[config.mk]
export PLATFORM = sky130hd
export DESIGN_NAME = rail_sequencer
export DESIGN_NICKNAME = d
export VERILOG_FILES = /design/src/rtl/rseq_pkg.sv /design/src/rtl/rseq_span_counter.sv /design/src/rtl/rseq_tick_div.sv /design/src/rtl/rseq_rail_timer.sv /design/src/rtl/rail_sequencer.sv
export SDC_FILE = /design/constraint.sdc
export NUM_CORES = 1
export LEC_CHECK = 0
export BUFFER_PORTS_ARGS = -buffer_cell sky130_fd_sc_hd__buf_2
export CAP_MARGIN = 20
export CELL_PAD_IN_SITES_DETAIL_PLACEMENT = 0
export CELL_PAD_IN_SITES_GLOBAL_PLACEMENT = 1
export CORE_MARGIN = 4
export CORE_UTILIZATION = 41
export DETAILED_ROUTE_END_ITERATION = 16
export HOLD_SLACK_MARGIN = 0.08
export PLACE_DENSITY = 0.82
export SLEW_MARGIN = 20
export SYNTH_ARGS = -nofsm -noshare
export SYNTH_HDL_FRONTEND = slang
export SYNTH_SLANG_ARGS = --single-unit
export TNS_END_PERCENT = 1
[constraint.sdc]
create_clock -name clk -period 3.35 [get_ports clk]
set_clock_uncertainty 0.2 [all_clocks]
set_input_delay 0.1675 -clock clk [delete_from_list [all_inputs] [get_ports clk]]
set_output_delay 0.1675 -clock clk [all_outputs]
set_load 0.02 [all_outputs]
[src/rtl/rseq_pkg.sv]
// Shared types for the four-rail sequencer.
package rseq_pkg;
    typedef enum logic [2:0] {
        ST_IDLE = 3'd0,   // gates off, qualifying inputs
        ST_UP   = 3'd1,   // on-delays running
        ST_HOLD = 3'd2,   // all gates full, reset hold-off running
        ST_RUN  = 3'd3,   // reset released
        ST_DOWN = 3'd4,   // off-delays running
        ST_SHUT = 3'd5    // forced off by fault or kill line
    } seq_state_t;
endpackage

[src/rtl/rseq_span_counter.sv]
// Counts strobes while not cleared and flags the strobe that completes LIMIT
// consecutive counts. Assumes LIMIT >= 1; the owner clears it once done.
module rseq_span_counter #(
    parameter int LIMIT = 10
) (
    input  logic clk,
    input  logic rst_n,
    input  logic clear_i,
    input  logic count_i,
    output logic done_o
);
    localparam int CW = $clog2(LIMIT + 1);
    localparam logic [CW-1:0] LAST = CW'(LIMIT - 1);

    logic [CW-1:0] cnt_q;

    assign done_o = count_i && !clear_i && (cnt_q == LAST);

    // Advance on each strobe, saturate at the last value, clear on request.
    always_ff @(posedge clk) begin
        if (!rst_n || clear_i) begin
            cnt_q <= '0;
        end else if (count_i && cnt_q != LAST) begin
            cnt_q <= cnt_q + 1'b1;
        end
    end

    // without a strobe or clear the count must not move
    span_hold_chk: assert property (@(posedge clk) disable iff (!rst_n)
        (!clear_i && !count_i) |=> $stable(cnt_q));
endmodule

[src/rtl/rseq_tick_div.sv]
// Divides the tick strobe by UNIT_TICKS to give the delay-unit strobe.
// Restart realigns the phase so every timer load sees full units.
module rseq_tick_div #(
    parameter int UNIT_TICKS = 1000
) (
    input  logic clk,
    input  logic rst_n,
    input  logic tick_i,
    input  logic restart_i,
    output logic unit_o
);
    localparam int CW = (UNIT_TICKS > 1) ? $clog2(UNIT_TICKS) : 1;
    localparam logic [CW-1:0] LAST = CW'(UNIT_TICKS - 1);

    logic [CW-1:0] cnt_q;

    assign unit_o = tick_i && (cnt_q == LAST);

    // Wrap the tick count every UNIT_TICKS ticks; restart zeroes the phase.
    always_ff @(posedge clk) begin
        if (!rst_n || restart_i) begin
            cnt_q <= '0;
        end else if (tick_i) begin
            cnt_q <= (cnt_q == LAST) ? '0 : cnt_q + 1'b1;
        end
    end
endmodule

[src/rtl/rseq_rail_timer.sv]
// One rail's delay timer. Loads a delay in units, counts it down on unit
// strobes while running, and reports expiry until running stops.
module rseq_rail_timer #(
    parameter int DLY_W = 16
) (
    input  logic             clk,
    input  logic             rst_n,
    input  logic             load_i,
    input  logic [DLY_W-1:0] dly_i,
    input  logic             run_i,
    input  logic             unit_i,
    output logic             expired_o
);
    logic [DLY_W-1:0] rem_q;
    logic             armed_q;

    assign expired_o = run_i && armed_q && (rem_q == '0);

    // Load on request, otherwise count down one unit per strobe.
    always_ff @(posedge clk) begin
        if (!rst_n) begin
            rem_q   <= '0;
            armed_q <= 1'b0;
        end else if (load_i) begin
            rem_q   <= dly_i;
            armed_q <= 1'b1;
        end else if (!run_i) begin
            armed_q <= 1'b0;
        end else if (unit_i && rem_q != '0) begin
            rem_q <= rem_q - 1'b1;
        end
    end

    // between loads the remaining delay never grows
    rem_mono_chk: assert property (@(posedge clk) disable iff (!rst_n)
        !load_i |=> (rem_q <= $past(rem_q)));
endmodule

[src/rtl/rail_sequencer.sv]
// Four-rail timed power sequencer. Qualifies rail-good, enable and the
// kill line, ramps gates up by per-rail delays, releases reset after a
// hold-off, ramps down by per-rail delays, and forces all gates off on a
// filtered undervoltage fault or an external kill. Assumes gate status
// flags come back from the analog drive and the kill line is wired-AND.
module rail_sequencer
    import rseq_pkg::*;
#(
    parameter int NRAIL          = 4,
    parameter int DLY_W          = 16,
    parameter int QUAL_TICKS     = 10000,
    parameter int HOLD_TICKS     = 160000,
    parameter int GLITCH_TICKS   = 30,
    parameter int UNIT_TICKS     = 1000,
    parameter bit EN_ACTIVE_HIGH = 1'b1
) (
    input  logic                   clk,
    input  logic                   rst_n,
    input  logic                   tick_i,
    input  logic                   en_i,
    input  logic [NRAIL-1:0]       uv_ok_i,
    input  logic [NRAIL*DLY_W-1:0] on_dly_i,
    input  logic [NRAIL*DLY_W-1:0] off_dly_i,
    input  logic [NRAIL-1:0]       gate_full_i,
    input  logic [NRAIL-1:0]       gate_low_i,
    input  logic                   sysrst_in_n_i,
    output logic [NRAIL-1:0]       gate_on_o,
    output logic                   rst_n_o,
    output logic                   sysrst_pull_o
);
    seq_state_t       state_q, nxt;
    logic [NRAIL-1:0] gate_q;
    logic [NRAIL-1:0] expired;
    logic             rst_q, pull_q, skip_q;
    logic             en_act, uv_all, inputs_ok, active;
    logic             qual_done, hold_done, glitch_fault;
    logic             enter_up, enter_dn, tmr_load, unit;

    assign en_act    = EN_ACTIVE_HIGH ? en_i : !en_i;
    assign uv_all    = &uv_ok_i;
    assign inputs_ok = uv_all && en_act && sysrst_in_n_i;
    assign active    = (state_q == ST_UP) || (state_q == ST_HOLD) ||
                       (state_q == ST_RUN) || (state_q == ST_DOWN);

    // Qualification window: consecutive satisfied ticks while idle.
    rseq_span_counter #(.LIMIT(QUAL_TICKS)) u_qual (
        .clk(clk), .rst_n(rst_n),
        .clear_i(!(state_q == ST_IDLE && inputs_ok)),
        .count_i(tick_i), .done_o(qual_done));

    // Reset hold-off after every gate reports full.
    rseq_span_counter #(.LIMIT(HOLD_TICKS)) u_hold (
        .clk(clk), .rst_n(rst_n),
        .clear_i(state_q != ST_HOLD),
        .count_i(tick_i), .done_o(hold_done));

    // Undervoltage glitch filter while any gate may be on.
    rseq_span_counter #(.LIMIT(GLITCH_TICKS)) u_glitch (
        .clk(clk), .rst_n(rst_n),
        .clear_i(!(active && !uv_all)),
        .count_i(tick_i), .done_o(glitch_fault));

    // Next-state selection; kill has priority over fault, fault over disable.
    always_comb begin
        nxt = state_q;
        case (state_q)
            ST_IDLE: begin
                if (skip_q && sysrst_in_n_i && uv_all && en_act) nxt = ST_UP;
                else if (qual_done)                              nxt = ST_UP;
            end
            ST_UP, ST_HOLD, ST_RUN, ST_DOWN: begin
                if (!sysrst_in_n_i)                    nxt = ST_SHUT;
                else if (glitch_fault)                 nxt = ST_SHUT;
                else if (state_q != ST_DOWN && !en_act) nxt = ST_DOWN;
                else if (state_q == ST_UP) begin
                    if ((&gate_q) && (&gate_full_i))   nxt = ST_HOLD;
                end else if (state_q == ST_HOLD) begin
                    if (!(&gate_full_i))               nxt = ST_UP;
                    else if (hold_done)                nxt = ST_RUN;
                end else if (state_q == ST_DOWN) begin
                    if (gate_q == '0 && (&gate_low_i)) nxt = ST_IDLE;
                end
            end
            ST_SHUT: begin
                if ((&gate_low_i) && (!pull_q || uv_all)) nxt = ST_IDLE;
            end
            default: nxt = ST_IDLE;
        endcase
    end

    assign enter_up = (state_q == ST_IDLE) && (nxt == ST_UP);
    assign enter_dn = (state_q != ST_DOWN) && (nxt == ST_DOWN);
    assign tmr_load = enter_up || enter_dn;

    // Delay-unit strobe, realigned at every timer load.
    rseq_tick_div #(.UNIT_TICKS(UNIT_TICKS)) u_div (
        .clk(clk), .rst_n(rst_n), .tick_i(tick_i),
        .restart_i(tmr_load), .unit_o(unit));

    // One delay timer per rail; the entered ramp picks on or off delay.
    for (genvar g = 0; g < NRAIL; g++) begin : g_rail
        logic [DLY_W-1:0] dly_sel;
        assign dly_sel = enter_dn ? off_dly_i[g*DLY_W +: DLY_W]
                                  : on_dly_i[g*DLY_W +: DLY_W];
        rseq_rail_timer #(.DLY_W(DLY_W)) u_tmr (
            .clk(clk), .rst_n(rst_n), .load_i(tmr_load), .dly_i(dly_sel),
            .run_i(active), .unit_i(unit), .expired_o(expired[g]));
    end

    // Sequencer state register.
    always_ff @(posedge clk) begin
        if (!rst_n) state_q <= ST_IDLE;
        else        state_q <= nxt;
    end

    // Gate enables: set on ramp-up expiry, cleared on ramp-down or at once.
    always_ff @(posedge clk) begin
        if (!rst_n || nxt == ST_SHUT) begin
            gate_q <= '0;
        end else if (state_q == ST_UP && nxt != ST_DOWN) begin
            gate_q <= gate_q | expired;
        end else if (state_q == ST_DOWN) begin
            gate_q <= gate_q & ~expired;
        end
    end

    // Reset output, kill-line pull and kill-release memory.
    always_ff @(posedge clk) begin
        if (!rst_n) begin
            rst_q  <= 1'b0;
            pull_q <= 1'b0;
            skip_q <= 1'b0;
        end else begin
            rst_q  <= (nxt == ST_RUN);
            pull_q <= (nxt == ST_SHUT) && (glitch_fault || pull_q);
            skip_q <= (state_q == ST_IDLE) && (nxt == ST_IDLE) && !sysrst_in_n_i;
        end
    end

    assign gate_on_o     = gate_q;
    assign rst_n_o       = rst_q;
    assign sysrst_pull_o = pull_q;


    rst_gates_chk: assert property (@(posedge clk) disable iff (!rst_n)
        rst_n_o |-> (&gate_on_o));

    pull_gates_chk: assert property (@(posedge clk) disable iff (!rst_n)
        sysrst_pull_o |-> (gate_on_o == '0));

    gate_fall_rst_chk: assert property (@(posedge clk) disable iff (!rst_n)
        rst_n_o |=> (!rst_n_o || gate_on_o == $past(gate_on_o)));

    ramp_mono_chk: assert property (@(posedge clk) disable iff (!rst_n)
        (state_q == ST_UP) |=> (state_q != ST_UP) ||
                               ((gate_q & $past(gate_q)) == $past(gate_q)));

    kill_off_chk: assert property (@(posedge clk) disable iff (!rst_n)
        !sysrst_in_n_i |=> (gate_on_o == '0 && !rst_n_o));
endmodule

-- Word-level counts from Yosys, hierarchy flattened
Index checks and enable logic that the tools add are counted.
- bits in registers: 122
- latch bits: 0
- memory bits (writable): 0
- memory bits (read-only): 0
- word-level logic and storage cells: 161
- memories kept: 0
- add/subtract/negate cells: 8
- multipliers: 0
- div/mod/pow operators: 0
- $lt $le $gt $ge: 0
- equality and inequality tests: 20
- shift-type cells: 0
- multiplexer cells: 35
- bitwise logic cells: 3
- reduce and logical (&&, ||, !) cells: 81
- operator list (kind ; number):
    $mux W16 ; 16
    $logic_not A16 Y1 ; 4
    $reduce_bool A16 Y1 ; 4
    $sub A16 B1 Y16 const B ; 4
    $mux W3 ; 13
    $logic_and A1 B1 Y1 ; 36
    $add A18 B1 Y18 const B ; 1
    $eq A18 B18 Y1 const B ; 1
    $ne A18 B18 Y1 const B ; 1
    $reduce_and A4 Y1 ; 4
    $add A14 B1 Y14 const B ; 1
    $eq A14 B14 Y1 const B ; 1
    $ne A14 B14 Y1 const B ; 1
    $eq A3 B3 Y1 const B ; 4
    $reduce_bool A2 Y1 ; 6
    $logic_or A1 B1 Y1 ; 11
    $add A10 B1 Y10 const B ; 1
    $eq A10 B10 Y1 const B ; 1
    $mux W10 ; 1
    $eq A3 B2 Y1 const B ; 3
    $pmux W3 S3 ; 1
    $logic_not A1 Y1 ; 8
    $mux W4 ; 2
    $reduce_and A2 Y1 ; 4
    other kinds (14) ; 18

-- Depth between registers and ports, before layout
- depth in word-level cells: 17
- mapped depth: 10
- mapped depth without buffers: 8

-- Cells and area by module
From an unflattened synthesis, not the netlist that was laid out.
- cells, all modules: 983
- area, all modules: 8416.8 µm²
- modules (own cells, without submodules) (module ; instances ; cells an instance ; area each (µm²) ; sequential area each (µm²)):
    rseq_rail_timer ; 4 ; 140 ; 1093.5 ; 340.3
    rail_sequencer ; 1 ; 148 ; 1597.8 ; 200.2
    rseq_span_counter at u_hold ; 1 ; 108 ; 914.6 ; 360.3
    rseq_span_counter at u_qual ; 1 ; 84 ; 719.4 ; 280.3
    rseq_tick_div ; 1 ; 53 ; 529.3 ; 200.2
    rseq_span_counter at u_glitch ; 1 ; 30 ; 281.5 ; 100.1

-- Worst setup path before layout
OpenSTA, ideal clock, no wires.
- path kind: register to register
- from: reg g_rail[2].u_tmr.rem_q[0]
- to: reg g_rail[2].u_tmr.rem_q[12]
- setup time: 130 ps
- arrival time: 2146 ps
- data required time: 3020 ps
- path slack: 874 ps
- cell stages (with the launch flop): 10
- path buffers: 1
- period minus slack after synthesis: 2476 ps
- path through: dfxtp_1 inv_1 ha_1 or3b_2 nor3_2 a211oi_2 or3_1 buf_2 o221ai_1 a21oi_1
- longest elaborated chain between the ends: 4
- elaborated cells between the ends (all ways): 8
- those cells by class: 1 x add/sub; 3 x mux; 4 x reduce/logical
- ends and longest elaborated chain (element ; RTL line ; RTL):
    start: declaration ; rseq_rail_timer.sv:14 ; logic [DLY_W-1:0] rem_q;
    start signal: assignment ; rseq_rail_timer.sv:25 ; rem_q <= dly_i;
    start signal: assignment ; rseq_rail_timer.sv:30 ; rem_q <= rem_q - 1'b1;
    $sub A16 B1 Y16 or $reduce_bool A16 Y1 (tied branches) ; rseq_rail_timer.sv:30, rseq_rail_timer.sv:29 ;
    $mux W16 or $logic_and A1 B1 Y1 (tied branches) ; rseq_rail_timer.sv:29 ; end else if (unit_i && rem_q != '0) begin
    $mux W16 or $reduce_bool A2 Y1 (tied branches) ; - ;
    $mux W16 or $reduce_and A2 Y1 (tied branches) ; - ;
Several ways; a longest one is shown, not always the timed one. The select of a mux whose other input is x is not followed.
A chain may end at the register's enable or synchronous reset.

-- Final worst setup path
- from: reg g_rail[0].u_tmr.rem_q[0]
- to: reg g_rail[0].u_tmr.rem_q[1]
- longest elaborated chain between the ends: 4
- elaborated cells between the ends (all ways): 8
- those cells by class: 1 x add/sub; 3 x mux; 4 x reduce/logical
- ends and longest elaborated chain (element ; RTL line):
    start: declaration ; rseq_rail_timer.sv:14
    start signal: assignment ; rseq_rail_timer.sv:25
    start signal: assignment ; rseq_rail_timer.sv:30
    $sub A16 B1 Y16 or $reduce_bool A16 Y1 (tied branches) ; rseq_rail_timer.sv:30, rseq_rail_timer.sv:29
    $mux W16 or $logic_and A1 B1 Y1 (tied branches) ; rseq_rail_timer.sv:29
    $mux W16 or $reduce_bool A2 Y1 (tied branches) ; -
    $mux W16 or $reduce_and A2 Y1 (tied branches) ; -
Several ways; a longest one is shown, not always the timed one. The select of a mux whose other input is x is not followed.

==> impl_results.md <==
- Synth warn: 0
- Die Span Y: roughly 140 um
- P&R area growth vs syn: 42.7%
- Syn_nets: between 1000 and 1500
- Yosys reg bits: approximately 120
- Crit path kind: register to register
- Core Util, Final: 59.9%
- CTS buffer count: 17
- Post-Route WL: 23.3 mm
- Initial antenna violation count: 0
- GR Overflow Total: 0
- Worst-path clk slew: approximately 0.05 ns
- Vias: slightly below 8000
- Longest Clk Path Bufs: 2
- Placed insts: 1252
- Area contributors post-synth: dfxtp_1 (34%), nor2_1 (6.5%), xor2_1 (4.9%)
- Tot GR Track Use: roughly 23%
- Post-synth EDFFs: 0
- Leading cell type in the layout, fill and taps excluded: buf_2
- Synth area leader: dfxtp_1
- Data required, critical path: 3.51 ns
- Maximum VDD drop: about 0.34 mV
- Mapped cell area: around 7300 um^2
- DRC Markers: 0
- Largest net degree at the start of global routing: 56
- PD cells: around 380 nW/um^2
- Yosys cell types: 75
- Vias in the first global route: 7557
- Internal power: roughly 3.0 mW
- Crit path largest cell delay: between 0.5 and 0.6 ns
- Final max-slew violation count: 0
- Die Wd: around 140 um
- H-tree depth: 4
- Clock root buffer: clkbuf_16
- Net count, final: between 1000 and 1500
- Mapped Cells: between 900 and 1000
- Post-CTS Setup Bufs: 0
- Max-Cap Viols: 0
- Share of the synthesized area in the top cell type: about a third
- Initial DRC Count: approximately 480
- Register area share after synthesis: 33.7%
- Status: complete, no violations
- Max Fclk: between 300 and 400 MHz
- Worst Setup End Kind: register
- Fin crit share: between 90% and 100%
- Clock Latency Late Sink: between 0.4 and 0.5 ns
- Routed len/inst: around 16 um
- HP Class: primary input to register
- RSZ-0062 raised after global routing: no
- Startpoint Class: register
- Sw frac: 21.8%
- Static Leakage: ~4.3 nW
- Final Critical Period: approximately 3.2 ns
- # IOs: between 150 and 200
- Crit-path max FO: 14
- Slew margin rel.: 31.6%
- Die area: about 20000 um^2
- Final GP Congestion: 0.883
- Clock power share: about half
- Sw Pwr: ~0.85 mW
- Cells along the critical path: inv_1, ha_1, nor2b_1, and4b_2, a211oi_4, or3_1, o22ai_1, nor2_1, dlygate4sd3_1
- Share of layout cells above drive strength 1: 19.8%
- First-pass GRT wire length: around 38 mm
- Port-buffer cells: 150
- Most frequent cells in the layout: buf_2 (150), dlygate4sd3_1 (141), nor2_1 (125)
- Post-DP HPWL: between 15 and 20 mm
- Post-DR vias/cell: approximately 5.5
- Hold Vio Cnt, Final: 0
- ANT nets after route: 0
- Setup Viol. Count Final: 0
- Worst slew pin tran: about 1.0 ns
- Core ar.: ~17000 um^2
- Combinational fraction of design power: between 10% and 20%
- Final Power: ~3.9 mW
- Share of async-settable or async-resettable flops after synthesis: 0%
- Worst path slowest cell: dlygate4sd3_1
- Initial Utilization: 41.9%
- Fin Setup TNS: 0 ns
- Clk sinks: roughly 120
- Crit path DAT: 3.35 ns
- Post-Syn Area per Cell: between 8 and 9 um^2
- Row cnt: 48
- Post-Layout Cell Count: between 1000 and 1500
- Part of the power in registers: between 30% and 40%
- Delay-heaviest family, CP: simple AND/OR/NAND/NOR gates
- First drt pass iteration count: 5
- Antenna Cells: 0
- CTS tree: done
- WP buf/inv: 2
- Dominant synthesized flop cell: dfxtp_1
final timing paths:
path / start / end / slack, ns / cells after the start
worst max-delay path: g_rail[0].u_tmr.rem_q[0] / g_rail[0].u_tmr.rem_q[1] / 0.15 / 9
worst min-delay path: on_dly_i[54] / g_rail[3].u_tmr.rem_q[6] / 0.11 / 4
worst max register to register: g_rail[0].u_tmr.rem_q[0] / g_rail[0].u_tmr.rem_q[1] / 0.15 / 9
worst min register to register: u_qual.cnt_q[10] / u_qual.cnt_q[10] / 0.28 / 2
cell families after synthesis:
family	synth area share (%)
adders and majority gates	1.55
buffers and inverters	4.36
xor gates and xnor gates	8.59
muxes	0.276
DFF	33.7
AOI/OAI and AO/OA	22.4
and+or+nand+nor	29.1
final cells by class:
type                    instances  area [um^2]
fillers                      1610         6940
well taps                     225          282
clock buffers                  25          515
repair buffers                312         2330
inverters                      26         97.6
multi-input cells             708         4550
clock inverters                 6          133
flip-flops and latches        122         2440
power groups by stage:
| stage | Sequential, mW | Clock, mW | Combinational [mW] |
|---|---|---|---|
| 5_1_grt | 1.48 | 2.12 | 0.434 |
| 3_3_place_gp | 1.51 | 0 | 0.303 |
| 2_1_floorplan | 1.51 | 0 | 0.170 |
| 3_5_place_dp | 1.51 | 0 | 0.303 |
| 6_report | 1.48 | 2.01 | 0.396 |
| 4_1_cts | 1.48 | 2.04 | 0.389 |
metrics by stage:
stage,setup slack (ns),cell area (um^2),hold slack (ns)
after floorplan,0.874,7250,0.0450
after global placement,0.551,8250,0.185
after detailed placement,0.499,8250,0.194
after CTS,0.0296,10300,0.0896
after global routing,0.0101,10400,0.106
final,0.153,10400,0.110
cell usage after synthesis, types with 20 or more instances:
cell type	n
a21oi_1	26
and3_1	20
clkbuf_1	23
dfxtp_1	122
inv_1	26
nand2_1	59
nand3_1	50
nand4_1	26
nor2_1	126
nor3_1	31
o21ai_0	38
o31ai_1	20
xnor2_1	27
xor2_1	41
worst register-to-register path, delay by kind of cell, from the launching register on:
family / cells / cell delay [ns]
AND/OR/NAND/NOR: 4 / 0.97
AO/OA/AOI/OAI: 2 / 0.67
buffers and inverters: 2 / 0.65
flip-flops: 1 / 0.39
adder cells (fa/ha/maj): 1 / 0.25
metal layers:
metal,wire length [um],track usage [%]
met4,612,9.28
met3,1050,3.77
met2,11100,38.6
met1,10600,30.2
met5,0,0
flip-flops by register name, summed over array words and instances (netlist names), named ones only:
| register | flops |
|---|---|
| g_rail.u_tmr.rem_q | 64 |
| u_hold.cnt_q | 18 |
| u_qual.cnt_q | 14 |
| u_div.cnt_q | 10 |
| u_glitch.cnt_q | 5 |
| state_q | 3 |
| g_rail.u_tmr.armed_q | 1 |
| rst_n_o | 1 |
| skip_q | 1 |
| sysrst_pull_o | 1 |
timing repair:
item,CTS,global route
endpoints found under the hold margin,71,0
setup endpoints to repair,0,24
gates resized for setup,0,10
hold buffers,141,0
(Power assumes the default switching activity.)
